===== config.mk =====
export PLATFORM = sky130hd
export DESIGN_NAME = cmpt_ring_writer
export DESIGN_NICKNAME = d
export VERILOG_FILES = /design/src/rtl/cmpt_pkg.sv /design/src/rtl/cmpt_ring_ptr.sv /design/src/rtl/cmpt_fmt.sv /design/src/rtl/cmpt_wr_seq.sv /design/src/rtl/cmpt_ring_writer.sv
export SDC_FILE = /design/constraint.sdc
export NUM_CORES = 1
export LEC_CHECK = 0
export ABC_AREA = 1
export CAP_MARGIN = 20
export CORE_ASPECT_RATIO = 0.6
export CORE_MARGIN = 5
export CORE_UTILIZATION = 46
export DETAILED_ROUTE_END_ITERATION = 10
export GPL_ROUTABILITY_DRIVEN = 0
export PLACE_DENSITY = 0.83
export SLEW_MARGIN = 10
export SYNTH_ARGS = -nofsm -noshare
export SYNTH_HDL_FRONTEND = slang
export SYNTH_SLANG_ARGS = --single-unit

===== constraint.sdc =====
create_clock -name clk -period 6 [get_ports clk]
set_input_delay 0.6 -clock clk [delete_from_list [all_inputs] [get_ports clk]]
set_output_delay 0.6 -clock clk [all_outputs]
set_load 0.005 [all_outputs]

===== src/rtl/cmpt_pkg.sv =====
// Shared types and field positions for the completion ring writer.
// Assumes a 128-bit host write and a 4 KB ring base granule.
package cmpt_pkg;
    localparam int ENTRY_BYTES_LOG2 = 4;
    localparam int BASE_ALIGN_BITS  = 12;
    localparam int ENT_CNT_LSB      = 8;
    localparam int ENT_LEN_LSB      = 16;
    localparam int ENT_USER_LSB     = 32;
    localparam int STS_IDX_LSB      = 16;

    typedef enum logic [1:0] {
        SEQ_IDLE  = 2'd0,
        SEQ_ENTRY = 2'd1,
        SEQ_STAT  = 2'd2
    } seq_state_t;
endpackage


===== src/rtl/cmpt_ring_ptr.sv =====
// Producer index, color and consumer index bookkeeping for one ring.
// Assumes cfg_size_sel is held stable while cfg_enable is high.
module cmpt_ring_ptr #(
    parameter int MIN_LOG2 = 2,
    parameter int IDX_W    = MIN_LOG2 + 15
) (
    input  logic             clk,
    input  logic             rst_n,
    input  logic             cfg_enable,
    input  logic [3:0]       cfg_size_sel,
    input  logic             advance,
    input  logic             cidx_wr,
    input  logic [IDX_W-1:0] cidx_val,
    output logic [IDX_W-1:0] cur_idx,
    output logic             cur_color,
    output logic [IDX_W-1:0] nxt_idx,
    output logic             nxt_color,
    output logic [IDX_W-1:0] last_idx,
    output logic             full,
    output logic             err_cidx
);
    logic [IDX_W:0]   slots;
    logic [IDX_W-1:0] max_idx;
    logic [IDX_W-1:0] cidx_q;
    logic             wrap;

    // Derive slot count and index limits from the size select.
    always_comb begin
        slots    = (IDX_W+1)'(1) << (MIN_LOG2 + int'(cfg_size_sel));
        last_idx = IDX_W'(slots - (IDX_W+1)'(1));
        max_idx  = IDX_W'(slots - (IDX_W+1)'(2));
        wrap     = (cur_idx == max_idx);
        nxt_idx  = wrap ? '0 : cur_idx + IDX_W'(1);
        nxt_color = wrap ? ~cur_color : cur_color;
        full     = (nxt_idx == cidx_q);
    end

    // Advance producer index and color on each accepted packet.
    always_ff @(posedge clk) begin
        if (!rst_n || !cfg_enable) begin
            cur_idx   <= '0;
            cur_color <= 1'b1;
        end else if (advance) begin
            cur_idx   <= nxt_idx;
            cur_color <= nxt_color;
        end
    end

    // Capture software consumer index, flag out-of-range values.
    always_ff @(posedge clk) begin
        if (!rst_n || !cfg_enable) begin
            cidx_q   <= '0;
            err_cidx <= 1'b0;
        end else if (cidx_wr) begin
            if (cidx_val <= max_idx) cidx_q <= cidx_val;
            else                     err_cidx <= 1'b1;
        end
    end
endmodule


===== src/rtl/cmpt_fmt.sv =====
// Builds entry and status write address/data from captured packet fields.
// Purely combinational; assumes count and length fit their fields.
module cmpt_fmt
    import cmpt_pkg::*;
#(
    parameter int ADDR_W = 64,
    parameter int IDX_W  = 17,
    parameter int CNT_W  = 8,
    parameter int LEN_W  = 16
) (
    input  logic [ADDR_W-1:0] cfg_base,
    input  logic              sel_status,
    input  logic [IDX_W-1:0]  ent_idx,
    input  logic              ent_color,
    input  logic [CNT_W-1:0]  ent_cnt,
    input  logic [LEN_W-1:0]  ent_len,
    input  logic [31:0]       ent_user,
    input  logic [IDX_W-1:0]  sts_idx,
    input  logic              sts_color,
    input  logic [IDX_W-1:0]  last_idx,
    output logic [ADDR_W-1:0] addr,
    output logic [127:0]      data
);
    localparam logic [ADDR_W-1:0] ALIGN_MASK = ~((ADDR_W)'(1) << BASE_ALIGN_BITS) + (ADDR_W)'(1);

    logic [ADDR_W-1:0] base_al;
    logic [IDX_W-1:0]  slot;

    // Choose slot, align base and pack the selected record.
    always_comb begin
        base_al = cfg_base & ALIGN_MASK;
        slot    = sel_status ? last_idx : ent_idx;
        addr    = base_al + (ADDR_W'(slot) << ENTRY_BYTES_LOG2);
        data    = '0;
        if (sel_status) begin
            data[0] = sts_color;
            data[STS_IDX_LSB +: IDX_W] = sts_idx;
        end else begin
            data[0] = ent_color;
            data[ENT_CNT_LSB +: CNT_W]  = ent_cnt;
            data[ENT_LEN_LSB +: LEN_W]  = ent_len;
            data[ENT_USER_LSB +: 32]    = ent_user;
        end
    end
endmodule


===== src/rtl/cmpt_wr_seq.sv =====
// Sequences one entry write then one status write per accepted packet.
// Assumes the host side obeys valid/ready; disable aborts pending writes.
module cmpt_wr_seq
    import cmpt_pkg::*;
(
    input  logic clk,
    input  logic rst_n,
    input  logic cfg_enable,
    input  logic full,
    input  logic in_valid,
    input  logic wr_ready,
    output logic in_ready,
    output logic accept,
    output logic wr_valid,
    output logic sel_status
);
    seq_state_t state;

    // Handshake decode from current state.
    always_comb begin
        in_ready   = cfg_enable && (state == SEQ_IDLE) && !full;
        accept     = in_valid && in_ready;
        wr_valid   = (state != SEQ_IDLE);
        sel_status = (state == SEQ_STAT);
    end

    // Step through entry and status writes.
    always_ff @(posedge clk) begin
        if (!rst_n || !cfg_enable) begin
            state <= SEQ_IDLE;
        end else begin
            unique case (state)
                SEQ_IDLE:  if (accept)   state <= SEQ_ENTRY;
                SEQ_ENTRY: if (wr_ready) state <= SEQ_STAT;
                SEQ_STAT:  if (wr_ready) state <= SEQ_IDLE;
                default:                 state <= SEQ_IDLE;
            endcase
        end
    end
endmodule


===== src/rtl/cmpt_ring_writer.sv =====
// Completion ring producer: one entry plus one status update per packet.
// Assumes configuration is stable while enabled; no host bus logic here.
module cmpt_ring_writer #(
    parameter int ADDR_W   = 64,
    parameter int MIN_LOG2 = 2,
    parameter int IDX_W    = MIN_LOG2 + 15,
    parameter int CNT_W    = 8,
    parameter int LEN_W    = 16
) (
    input  logic              clk,
    input  logic              rst_n,
    input  logic              cfg_enable,
    input  logic [ADDR_W-1:0] cfg_base,
    input  logic [3:0]        cfg_size_sel,
    input  logic              in_valid,
    output logic              in_ready,
    input  logic [CNT_W-1:0]  in_desc_cnt,
    input  logic [LEN_W-1:0]  in_pkt_len,
    input  logic [31:0]       in_user,
    input  logic              cidx_wr,
    input  logic [IDX_W-1:0]  cidx_val,
    output logic              wr_valid,
    input  logic              wr_ready,
    output logic [ADDR_W-1:0] wr_addr,
    output logic [127:0]      wr_data,
    output logic              err_cidx
);
    logic [IDX_W-1:0] cur_idx, nxt_idx, last_idx;
    logic             cur_color, nxt_color, full, accept, sel_status;
    logic [IDX_W-1:0] e_idx, s_idx;
    logic             e_color, s_color;
    logic [CNT_W-1:0] e_cnt;
    logic [LEN_W-1:0] e_len;
    logic [31:0]      e_user;

    cmpt_ring_ptr #(.MIN_LOG2(MIN_LOG2), .IDX_W(IDX_W)) u_ptr (
        .clk(clk), .rst_n(rst_n), .cfg_enable(cfg_enable),
        .cfg_size_sel(cfg_size_sel), .advance(accept),
        .cidx_wr(cidx_wr), .cidx_val(cidx_val),
        .cur_idx(cur_idx), .cur_color(cur_color),
        .nxt_idx(nxt_idx), .nxt_color(nxt_color),
        .last_idx(last_idx), .full(full), .err_cidx(err_cidx)
    );

    cmpt_wr_seq u_seq (
        .clk(clk), .rst_n(rst_n), .cfg_enable(cfg_enable), .full(full),
        .in_valid(in_valid), .wr_ready(wr_ready), .in_ready(in_ready),
        .accept(accept), .wr_valid(wr_valid), .sel_status(sel_status)
    );

    // Capture packet fields and index snapshot at acceptance.
    always_ff @(posedge clk) begin
        if (!rst_n) begin
            e_idx <= '0; e_color <= 1'b0; s_idx <= '0; s_color <= 1'b0;
            e_cnt <= '0; e_len <= '0; e_user <= '0;
        end else if (accept) begin
            e_idx   <= cur_idx;
            e_color <= cur_color;
            s_idx   <= nxt_idx;
            s_color <= nxt_color;
            e_cnt   <= in_desc_cnt;
            e_len   <= in_pkt_len;
            e_user  <= in_user;
        end
    end

    cmpt_fmt #(.ADDR_W(ADDR_W), .IDX_W(IDX_W), .CNT_W(CNT_W), .LEN_W(LEN_W)) u_fmt (
        .cfg_base(cfg_base), .sel_status(sel_status),
        .ent_idx(e_idx), .ent_color(e_color), .ent_cnt(e_cnt),
        .ent_len(e_len), .ent_user(e_user),
        .sts_idx(s_idx), .sts_color(s_color), .last_idx(last_idx),
        .addr(wr_addr), .data(wr_data)
    );
endmodule


# --- Word level (Yosys, flattened, before mapping) ---
# Index checks and enable logic that the tools add are counted.
op_classes:
  n_lt_le_gt_ge: 1
  reduce_logical: 12
  addsub: 5
  shifts: 1
  mul: 0
  bitwise_logic: 2
  n_mux: 11
  div_mod_pow: 0
  n_eq_ne: 7
ops:
  columns: ["cell", "count"]
  rows:
  - ["$add 64x21->64", 1]
  - ["$mux 17", 3]
  - ["$eq 17x17->1", 2]
  - ["$shl 1x32->17 const A", 1]
  - ["$mux 31", 1]
  - ["$add 17x1->17 const B", 1]
  - ["$le 17x17->1", 1]
  - ["$sub 17x1->17 const B", 1]
  - ["$sub 17x2->17 const B", 1]
  - ["$mux 8", 1]
  - ["$mux 2", 3]
  - ["$ne 2x2->1 const B", 3]
  - ["$pmux 2 s3", 1]
  - ["$add 2x4->5 const A", 1]
  - ["$reduce_and 2->1", 2]
  - ["$logic_and 1x1->1", 3]
  - ["$logic_not 1->1", 3]
  - ["$reduce_and 3->1", 1]
  - ["$eq 2x1->1 const B", 1]
  - ["$eq 2x2->1 const B", 1]
  - ["$logic_not 2->1", 1]
  - ["$mux 1", 2]
  - ["$not 1->1", 2]
  - ["$reduce_bool 2->1", 1]
  - ["$logic_or 1x1->1", 1]
totals:
  in_bits: 147
  ff_bits: 130
  elab_cells: 51
  rom_bits: 0
  n_memories: 0
  ramBits: 0
  out_inout_bits: 195
  latchBits: 0

# --- Depth between registers and ports, before layout ---
logic_depth:
  ltp_word: 11
  ltp_mapped: 33
  depth_no_buf: 30

# --- Hierarchy ---
# Synthesis repeated with hierarchy kept, for this count alone.
hier_totals:
  cells_unflattened: 1871
  area_unflattened_um2: 11096.9
by_module_without_submodules:
  columns: ["module", "instances", "area_per_inst_um2", "cells_per_inst", "seq_area_each_um2"]
  rows:
  - ["cmpt_ring_writer", 1, 3734.8, 582, 1841.8]
  - ["cmpt_fmt", 1, 3626.0, 691, 0.0]
  - ["cmpt_ring_ptr", 1, 3604.7, 579, 720.7]
  - ["cmpt_wr_seq", 1, 131.4, 19, 40.0]

# --- Worst setup path after synthesis ---
# No wires, ideal clock.
synth_timing:
  path_type: "input port to output port"
  start: "input port cfg_size_sel[1]"
  end: "output port wr_addr[58]"
  path_buffers: 0
  required_ns: 5.400
  path_stages: 29
  slack_ns: 0.589
  arrival_time_ns: 4.811
  cell_sequence: "ha_1 -> inv_2 -> nand2_1 -> inv_1 -> nand2_1 -> ha_1 -> inv_1 -> nor2_1 -> nand2_1 -> xor2_1 -> o21ai_0 -> ha_1 -> fa_1 -> a21oi_1 -> o21ai_1 -> nand2_1 -> nand2_1 -> a21boi_1 -> o21ai_0 -> nor2b_1 -> nand2_1 -> nor2_1 -> nand4_1 -> nor2_1 -> inv_1 -> nor2_1 -> nand3_1 -> nor2_1 -> xor2_1"
synth_via:
  elab_chain_len: 5
synth_lines:
  columns: ["element", "line", "source"]
  rows:
  - ["start: declaration", "cmpt_ring_writer.sv:14", "input logic [3:0] cfg_size_sel,"]
  - ["$add 2x4->5", "cmpt_ring_ptr.sv:29", "slots = (IDX_W+1)'(1) << (MIN_LOG2 + int'(cfg_size_sel));"]
  - ["$shl 1x32->17", "cmpt_ring_ptr.sv:29", null]
  - ["$sub 17x1->17", "cmpt_ring_ptr.sv:30", "last_idx = IDX_W'(slots - (IDX_W+1)'(1));"]
  - ["$mux 17", "cmpt_fmt.sv:32", "slot = sel_status ? last_idx : ent_idx;"]
  - ["$add 64x21->64", "cmpt_fmt.sv:33", "addr = base_al + (ADDR_W'(slot) << ENTRY_BYTES_LOG2);"]
  - ["end: declaration", "cmpt_ring_writer.sv:24", "output logic [ADDR_W-1:0] wr_addr,"]
# No other way between the ends.

# --- Worst setup path in the final report ---
layout_timing:
  start: "input port cfg_size_sel[1]"
  end: "output port wr_addr[57]"
# Same word-level chain as after synthesis.

==> metrics <==
outcome=finished clean; CTS sink count=130; initial antenna violation count=1; layout net count=1974; startpoint types=primary input; Setup Crit Path Kind=primary input to primary output; Final WS setup=0.284 ns; TritonCTS clock tree=yes; CTS Buf Count=17; drc violations=0; I/O pins=342; core area=19900 sq um; die height=120 microns; largest net degree at the start of global routing=77; P per Cell Area=209 nW/um^2; clock buffer depth=2; die area=23200 sq um; EDFF count, synth=0; Worst Tran Pin Value=0.922 ns; Leakage=6.28 nW; Tot Pwr=0.00269 W; ys async rst share=0%; commonest non-fill, non-tap cell in the layout=nand2_1; Slew headroom=38.4%; CP Max Fanout=6; FMAX=175 MHz; Worst EP arrival=5.12 ns; flop and latch count out of synthesis=130; Max IR drop VDD=0.000266 V; Cell variety after synth=43; GRT Overall Usage=25.4%; Placed Cells=2041; worst-skew pair later-pin latency=0.42 ns; Crit path max-delay family=simple AND/OR/NAND/NOR gates; drt first pass iters=6; die width=193 microns; fillers=1739; Final Hold Fails=0; htree depth=4; IO Port Bufs=254; HPWL Detailed=24.6 mm; Tmin final=5.72 ns; met3 usage=8.50%; fin crit share=95.3%; wire per inst=15.1 microns; final setup violating endpoints=0; Crit path top cell by count=nand2_1; first-pass GRT wire length=48.5 mm; Max-Cap Viols=0; Slew Limit Fails=0; CP bufs+invs=9; critical path required time=5.40 ns; final WL=31.5 mm; sequential fraction of the synthesis area=28.1%; Via density=4.95; CP Capture Type=primary output; clock root buffer=clkbuf_16; final core utilization=64.8%; GR Util met2=39.1%; CTS Hold Bufs=0; Reg clk slew, reported paths=0.06 ns; slowest CP cell=clkdlybuf4s50_1; multi-input combinational cell area=5380 sq um; Area Overhead vs Synth=39.2%; Most used DFF post-synth=dfxtp_1; share of layout cells above drive strength 1=9.13%; final std cells w/o fill=2082; Mapped Cells=1496; DP Worst Slack=-0.305 ns; most frequent cells in the layout=390 x nand2_1, 245 x clkdlybuf4s50_1, 244 x nor2_1; Mapped Avg Cell Area=6.20 sq um; Seq. cell area=2600 sq um; vias post-DR=10300; Initial Util=46.5%; M1 GR Usage=34.9%; vias in the first global route=9259; Synth Cell Area=9270 sq um; post-route ant nets=0; clk_skew=0.0134 ns; Yosys Warn Count=0; max incr delay on CP=0.54 ns; DRT iter0 DRCs=902; # rows=40; hold crit path type=flop to flop; GRT Residual Overflow=0; GRT busiest layer=met2
[per-layer routing]
metal,vias to the layer above,wire length (microns),part of all wire [%]
li1,5077,-,-
met1,4675,13300,42
met2,488,14000,45
met3,65,3630,12
met4,0,550,1.7
met5,-,0,0
[what timing repair did]
item / in CTS / in global routing
resized for setup: 16 / 20
buffers inserted: 5 / 3
endpoints found under the setup margin: 19 / 27
pin swaps: 3 / 12
[tightest hold or removal path, cell delays in order, from the launching register on]
cell and delay (ns):
dfxtp_1 0.31, inv_1 0.05, a21oi_1 0.05
[cells by family after synthesis]
family / count (synthesis) / share of synthesized area, %
AOI/OAI and AO/OA: 150 / 8.41
xor gates and xnor gates: 68 / 6.51
adders and majority gates: 32 / 4.40
buffers and inverters: 336 / 18.0
DFF: 130 / 28.1
other: 1 / 0.0405
and+or+nand+nor: 779 / 34.6
[power breakdown]
group	switching (W)	internal, W
combinational	0.000368	0.000349
sequential	0.0000174	0.000912
clock	0.000441	0.000604
[flip-flops by register name, summed over array words and instances, names as in the netlist]
register         cells
e_user              32
e_idx               17
s_idx               17
u_ptr.cidx_q        17
u_ptr.cur_idx       17
e_len               16
e_cnt                8
u_seq.state          2
e_color              1
s_color              1
u_ptr.cur_color      1
u_ptr.err_cidx       1
[Yosys cell counts (2+ instances only)]
cell type / instances / area [sq um]
xnor2_1: 22 / 193
buf_1: 2 / 7.51
buf_6: 10 / 113
nor3_1: 13 / 65.1
buf_4: 86 / 646
nor2_1: 256 / 961
a21oi_1: 79 / 395
nand2_1: 391 / 1470
dfxtp_1: 130 / 2600
nor4_1: 2 / 12.5
o21ai_1: 4 / 20.0
nor2_2: 5 / 31.3
nand3_1: 58 / 290
clkinv_1: 2 / 7.51
inv_2: 7 / 26.3
a31oi_1: 5 / 31.3
clkbuf_1: 27 / 101
ha_1: 31 / 388
nand2_2: 2 / 12.5
buf_2: 7 / 35.0
xor2_1: 45 / 394
o221ai_1: 2 / 17.5
o21ai_0: 55 / 275
inv_1: 195 / 732
nand4_1: 39 / 244
nand3_2: 4 / 40.0
[worst paths after layout]
path / cells past startpoint / from / slack, ns / end
worst min register to register: 2 / u_ptr.err_cidx / 0.46 / u_ptr.err_cidx
worst min-delay path: 2 / u_ptr.err_cidx / 0.46 / u_ptr.err_cidx
worst max register to register: 21 / u_ptr.cur_idx[0] / 1.84 / e_user[10]
worst max-delay path: 31 / cfg_size_sel[1] / 0.28 / wr_addr[57]
[through the flow]
step | hold WS, ns | area (sq um) | TNS [ns]
finish | 0.457 | 12900 | 0
global route | 0.483 | 12900 | -0.105
CTS | 0.458 | 12800 | -0.0321
detailed placement | 0.449 | 12100 | -2.45
global placement | 0.443 | 12100 | -0.283
floorplan | 0.439 | 9550 | 0
[cell type report]
class	count	area share (%)
Multi-Input combinational cell	1104	41.7
Clock inverter	14	1.21
Tap cell	273	2.65
Inverter	204	5.94
Clock buffer	18	3.40
Sequential cell	130	20.2
Timing Repair Buffer	338	24.9
Antenna cell	1	0.0194
Note: power is estimated with default switching activity, not from simulation.
